### src/rtl/cfgclk_pkg.sv
package cfgclk_pkg;

  localparam int unsigned OFS_COUNT  = 32'h08;
  localparam int unsigned OFS_STATUS = 32'h0C;

  // number of system cycles a burst of n pulses keeps busy high
  function automatic int unsigned burst_cycles(input int unsigned n, input int unsigned half);
    return 2 * n * half;
  endfunction

  // width of a divider counter that counts 0..half-1
  function automatic int unsigned div_width(input int unsigned half);
    return (half > 1) ? $clog2(half) : 1;
  endfunction

endpackage

### src/rtl/cfgclk_regif.sv
module cfgclk_regif
  import cfgclk_pkg::*;
#(
  parameter int ADDR_W = 8,
  parameter int DATA_W = 32,
  parameter int CNT_W  = 12
) (
  input  logic              clk,
  input  logic              rst_n,
  input  logic              reg_wr,
  input  logic [ADDR_W-1:0] reg_addr,
  input  logic [DATA_W-1:0] reg_wdata,
  input  logic              eng_finish,
  input  logic [CNT_W-1:0]  eng_remaining,
  output logic              load_req,
  output logic [CNT_W-1:0]  load_val,
  output logic              done_flag,
  output logic [DATA_W-1:0] reg_rdata
);

  localparam int WI_W = ADDR_W - 2;
  localparam logic [WI_W-1:0] W_COUNT  = WI_W'(OFS_COUNT  >> 2);
  localparam logic [WI_W-1:0] W_STATUS = WI_W'(OFS_STATUS >> 2);

  logic [WI_W-1:0] word_idx;
  logic            sel_count, sel_status, clr_req;

  assign word_idx   = reg_addr[ADDR_W-1:2];
  assign sel_count  = (word_idx == W_COUNT);
  assign sel_status = (word_idx == W_STATUS);
  assign load_req   = reg_wr && sel_count;
  assign load_val   = reg_wdata[CNT_W-1:0];
  assign clr_req    = reg_wr && sel_status && reg_wdata[0];

  always_ff @(posedge clk or negedge rst_n) begin
    if (!rst_n)          done_flag <= 1'b0;
    else if (eng_finish) done_flag <= 1'b1;
    else if (clr_req)    done_flag <= 1'b0;
  end

  always_comb begin
    reg_rdata = '0;
    if (sel_status)     reg_rdata[0] = done_flag;
    else if (sel_count) reg_rdata[CNT_W-1:0] = eng_remaining;
  end

  p_done_sticky_r4: assert property (@(posedge clk) disable iff (!rst_n)
    done_flag && !clr_req |=> done_flag);
  p_finish_sets_r3: assert property (@(posedge clk) disable iff (!rst_n)
    eng_finish |=> done_flag);
  p_clear_works_r4: assert property (@(posedge clk) disable iff (!rst_n)
    clr_req && !eng_finish |=> !done_flag);

endmodule

### src/rtl/cfgclk_pulse_engine.sv
module cfgclk_pulse_engine
  import cfgclk_pkg::*;
#(
  parameter int CNT_W    = 12,
  parameter int HALF_DIV = 2
) (
  input  logic             clk,
  input  logic             rst_n,
  input  logic             load_req,
  input  logic [CNT_W-1:0] load_val,
  output logic             busy,
  output logic             burst_clk,
  output logic             finish,
  output logic [CNT_W-1:0] remaining
);

  localparam int DIV_W = div_width(HALF_DIV);
  localparam logic [DIV_W-1:0] DIV_LAST = DIV_W'(HALF_DIV - 1);

  logic             busy_q, phase_hi;
  logic [CNT_W-1:0] rem_q;
  logic [DIV_W-1:0] div_q;
  logic             accept, half_end, last_tick, zero_start;

  assign accept     = load_req && !busy_q;
  assign zero_start = accept && (load_val == '0);
  assign half_end   = busy_q && (div_q == DIV_LAST);
  assign last_tick  = half_end && !phase_hi && (rem_q == CNT_W'(1));
  assign finish     = zero_start || last_tick;

  always_ff @(posedge clk or negedge rst_n) begin
    if (!rst_n) begin
      busy_q   <= 1'b0;
      phase_hi <= 1'b0;
      rem_q    <= '0;
      div_q    <= '0;
    end else if (accept) begin
      if (load_val != '0) begin
        busy_q   <= 1'b1;
        phase_hi <= 1'b1;
        rem_q    <= load_val;
        div_q    <= '0;
      end
    end else if (busy_q) begin
      if (half_end) begin
        div_q <= '0;
        if (phase_hi) begin
          phase_hi <= 1'b0;
        end else begin
          rem_q    <= rem_q - CNT_W'(1);
          phase_hi <= (rem_q != CNT_W'(1));
          if (rem_q == CNT_W'(1)) busy_q <= 1'b0;
        end
      end else begin
        div_q <= div_q + DIV_W'(1);
      end
    end
  end

  assign busy      = busy_q;
  assign burst_clk = phase_hi;
  assign remaining = rem_q;

  p_idle_low_r2: assert property (@(posedge clk) disable iff (!rst_n)
    !busy_q |-> !burst_clk);
  p_phase_hold_r2: assert property (@(posedge clk) disable iff (!rst_n)
    busy_q && !half_end |=> $stable(burst_clk));
  p_last_stops_r3: assert property (@(posedge clk) disable iff (!rst_n)
    last_tick |=> !busy_q && !burst_clk && rem_q == '0);
  p_no_reload_r6: assert property (@(posedge clk) disable iff (!rst_n)
    busy_q && load_req |=> rem_q <= $past(rem_q));
  p_zero_idle_r5: assert property (@(posedge clk) disable iff (!rst_n)
    zero_start |=> !busy_q && !burst_clk);

endmodule

### src/rtl/cfg_clk_burst.sv
module cfg_clk_burst
  import cfgclk_pkg::*;
#(
  parameter int ADDR_W   = 8,
  parameter int DATA_W   = 32,
  parameter int CNT_W    = 12,
  parameter int HALF_DIV = 2
) (
  input  logic              clk,
  input  logic              rst_n,
  input  logic              reg_wr,
  input  logic [ADDR_W-1:0] reg_addr,
  input  logic [DATA_W-1:0] reg_wdata,
  output logic [DATA_W-1:0] reg_rdata,
  output logic              burst_clk,
  output logic              busy
);

  logic             load_req, eng_finish, done_flag;
  logic [CNT_W-1:0] load_val, eng_remaining;

  cfgclk_regif #(.ADDR_W(ADDR_W), .DATA_W(DATA_W), .CNT_W(CNT_W)) u_regif (
    .clk(clk), .rst_n(rst_n), .reg_wr(reg_wr), .reg_addr(reg_addr),
    .reg_wdata(reg_wdata), .eng_finish(eng_finish), .eng_remaining(eng_remaining),
    .load_req(load_req), .load_val(load_val), .done_flag(done_flag),
    .reg_rdata(reg_rdata)
  );

  cfgclk_pulse_engine #(.CNT_W(CNT_W), .HALF_DIV(HALF_DIV)) u_engine (
    .clk(clk), .rst_n(rst_n), .load_req(load_req), .load_val(load_val),
    .busy(busy), .burst_clk(burst_clk), .finish(eng_finish),
    .remaining(eng_remaining)
  );

  p_finish_done_r3: assert property (@(posedge clk) disable iff (!rst_n)
    $fell(busy) |-> done_flag);

endmodule

### config.mk
export PLATFORM = sky130hd
export DESIGN_NAME = cfg_clk_burst
export DESIGN_NICKNAME = d
export VERILOG_FILES = /design/src/rtl/cfgclk_pkg.sv /design/src/rtl/cfgclk_regif.sv /design/src/rtl/cfgclk_pulse_engine.sv /design/src/rtl/cfg_clk_burst.sv
export SDC_FILE = /design/constraint.sdc
export NUM_CORES = 1
export LEC_CHECK = 0
export CAP_MARGIN = 20
export CORE_ASPECT_RATIO = 0.5
export CORE_MARGIN = 4
export CORE_UTILIZATION = 39
export DETAILED_ROUTE_END_ITERATION = 8
export PLACE_DENSITY = 0.81
export SLEW_MARGIN = 40
export SYNTH_ARGS = -nofsm -noshare
export SYNTH_HDL_FRONTEND = slang
export SYNTH_SLANG_ARGS = --single-unit
### constraint.sdc
create_clock -name clk -period 2.13 [get_ports clk]
set_input_delay 0.213 -clock clk [delete_from_list [all_inputs] [get_ports clk]]
set_output_delay 0.213 -clock clk [all_outputs]
set_load 0.01 [all_outputs]
==> flow_metrics.py <==
metrics = {
    "sta": {
        "drv_slew": 0,
        "tns_ns": 0,
        "finClkSkew_ns": 0.00147,
        "whs_ns": 0.414,
        "rsz0062_at_grt": "no",
        "finalHoldViolations": 0,
        "fmax_mhz": 504,
        "fin_crit_ns": 1.98,
        "final.setup.worst_slack_ns": 0.147,
        "setup_viol": 0,
        "fin_crit_sh_pct": 93.1,
    },
    "worst_setup_path": {
        "path_class": "flop to flop",
        "r2r_cells": 6,
        "crit_arrival_ns": 2.17,
        "critPathLaunchType": "flop",
        "crit_required_ns": 2.32,
        "r2r_start": "u_engine.remaining[0]$_DFFE_PN0P_",
        "rrSetupSlack_ns": 0.15,
        "crit_fanout": 7,
        "worstReg2RegEnd": "u_engine.remaining[10]$_DFFE_PN0P_",
        "worst_setup_path_end_kind": "flop",
    },
    "placement": {
        "portBuffers": 34,
        "place_area_sq_um": 1800,
        "dp_hpwl_um": 2730,
        "placedCellCount": 248,
        "gp_congestion": 0.921,
        "place_ws_ns": -0.0566,
    },
    "final_layout": {
        "drive_gt1_share_pct": 16.4,
        "num-nets-final": 248,
        "n_antenna_cell": 0,
        "finish.utilization_pct": 53.4,
        "syn2layout_area_growth_pct": 30.3,
        "final_cells": 252,
        "design_area_sq_um": 1850,
    },
    "global_route": {
        "grt_pass1_wl_um": 5870,
        "gr-usage-all-layers_pct": 15.6,
        "grt_max_degree": 22,
        "overflow": 0,
        "antenna_found_initial": 0,
        "grt_pass1_vias": 1253,
    },
    "floorplanning": {
        "start_util_pct": 41.0,
        "ioPinCount": 77,
        "dieArea_sq_um": 4720,
        "die_w_um": 93.2,
        "die_height_um": 50.6,
        "core_area_sq_um": 3450,
        "rows": 15,
    },
    "outcome": {
        "status": "finished clean",
    },
    "routing": {
        "dr.pass1.iters": 4,
        "drc": 0,
        "wirelength_um": 3670,
        "vias_per_cell": 5.49,
        "dr_total_vias": 1383,
        "ant_nets": 0,
        "wl_per_cell_um": 14.6,
        "drt_iter0_drc": 93,
    },
    "yosys": {
        "synth_edf_count": 0,
        "ys.flop_type": "dfrtp_1",
        "yosys.area.top_type": "dfrtp_1",
        "syn_area_per_cell_sq_um": 8.96,
        "synthesis.area_sq_um": 1420,
        "synth_area_leaders": "dfrtp_1 28%, buf_4 11%, a22o_1 5.6%",
        "synthCells": 158,
        "synth_seq_cells": 16,
        "yosysUniqueCellTypes": 50,
        "async_reset_ff_share_pct": 100,
        "synth.top_cell.area_share_pct": 28.3,
        "ys_warn_count": 0,
        "netlist_top_cells_count": "21 x buf_4, 16 x dfrtp_1, 12 x nand3_1",
        "synth.most_common_cell": "buf_4",
        "ys_seq_area_share_pct": 28.3,
    },
    "clock_network": {
        "clock_latency_ns": 0.25,
        "htreeDepth": 1,
        "cts_sinks": 16,
        "clk_pin_slew_ns": 0.06,
        "clockBufferDepth": 2,
        "cts-root-buf": "clkbuf_8",
        "cts_buffers": 3,
        "tritoncts": "done",
    },
    "power_and_ir_drop": {
        "power.density_nw_per_um2": 585,
        "power.leakage_nw": 0.792,
        "ir_drop_uv": 297,
        "p_total_mw": 1.08,
    },
    "min_path": {
        "hold_class": "input pin to async pin",
    },
    "flow_run": {
        "maxCapViolCount": 0,
    },
}
==> kinds of logic (layout without fill, tap and decap cells) <==
family | Yosys count | after routing | share of synthesized area, %
fa+ha+maj | 2 | 2 | 1.77
other cells | 1 | 20 | 0.265
simple gates | 66 | 66 | 29.0
mux | 3 | 3 | 2.21
compound gates | 37 | 37 | 22.0
buf+inv | 32 | 56 | 15.9
flops | 16 | 16 | 28.3
xor+xnor | 1 | 1 | 0.618
==> state kept, by name, summed over array words and instances (netlist names) <==
register	cells
u_engine.div_q	1
u_engine.remaining	12
u_engine.busy	1
u_engine.burst_clk	1
u_regif.done_flag	1
==> layer usage <==
metal	GRT usage [%]	part of all wire, %
met1	19.7	44
met2	27.6	47
met5	0	0
met4	3.65	1.3
met3	2.99	7.5
==> worst max-delay path, cell delays in order, from the launching register on <==
cell and delay (ns):
dfrtp_1 0.45, inv_1 0.09, ha_1 0.21, or3b_1 0.48, or2_1 0.29, o31ai_1 0.25
a22o_1 0.16
==> cells in the final DEF (no fill, tap or decap), types with 2 or more instances in the layout <==
master / Yosys / layout
and2_1: 8 / 8
dlymetal6s2s_1: 0 / 3
o211ai_1: 10 / 10
nor2_1: 8 / 8
nand2_1: 5 / 5
nor4_1: 5 / 5
ha_1: 2 / 2
or4_1: 2 / 2
a22o_1: 9 / 9
o21ai_0: 3 / 3
dlygate4sd2_1: 0 / 9
nand3_1: 12 / 12
clkdlybuf4s50_1: 0 / 21
conb_1: 1 / 20
o41ai_2: 2 / 2
o31ai_1: 4 / 4
buf_4: 21 / 14
dfrtp_1: 16 / 16
mux2i_1: 2 / 2
nand3b_1: 2 / 2
nor3_1: 8 / 8
clkbuf_8: 0 / 3
inv_1: 3 / 3
==> cell type report <==
type / instances / area (sq um)
inverter: 3 / 11.3
timing repair buffer: 50 / 467
multi-input combinational: 129 / 862
tap: 51 / 63.8
fill: 308 / 1610
clock buffer: 3 / 41.3
sequential: 16 / 400
==> power by group <==
| group | total, mW | internal, mW | switching, mW |
|---|---|---|---|
| Combinational | 0.391 | 0.199 | 0.193 |
| Clock | 0.231 | 0.125 | 0.106 |
| Sequential | 0.458 | 0.373 | 0.0843 |
| Total | 1.08 | 0.698 | 0.383 |
==> worst max-delay path by stage <==
stage                                            startpoint                                  to  cells past startpoint  slack, ns
final                     u_engine.remaining[0]$_DFFE_PN0P_  u_engine.remaining[10]$_DFFE_PN0P_                      6       0.15
after global routing      u_engine.remaining[0]$_DFFE_PN0P_  u_engine.remaining[10]$_DFFE_PN0P_                      6       0.05
after CTS                                       reg_addr[4]                        reg_rdata[2]                      6       0.01
after detailed placement                        reg_addr[5]                        reg_rdata[4]                      7      -0.06
after global placement                          reg_addr[5]                       reg_rdata[11]                      7      -0.05
after floorplan           u_engine.remaining[0]$_DFFE_PN0P_  u_engine.remaining[10]$_DFFE_PN0P_                      7       0.34
==> repair_timing <==
item                                   in CTS  in global routing
pin swaps                                   1                  0
endpoints found under the hold margin       0                 16
hold buffers                                0                  1
setup endpoints to repair                   9                  3
resized for setup                           9                  3
setup buffers                               0                  0
No activity file was read; power rests on OpenSTA's default activity.
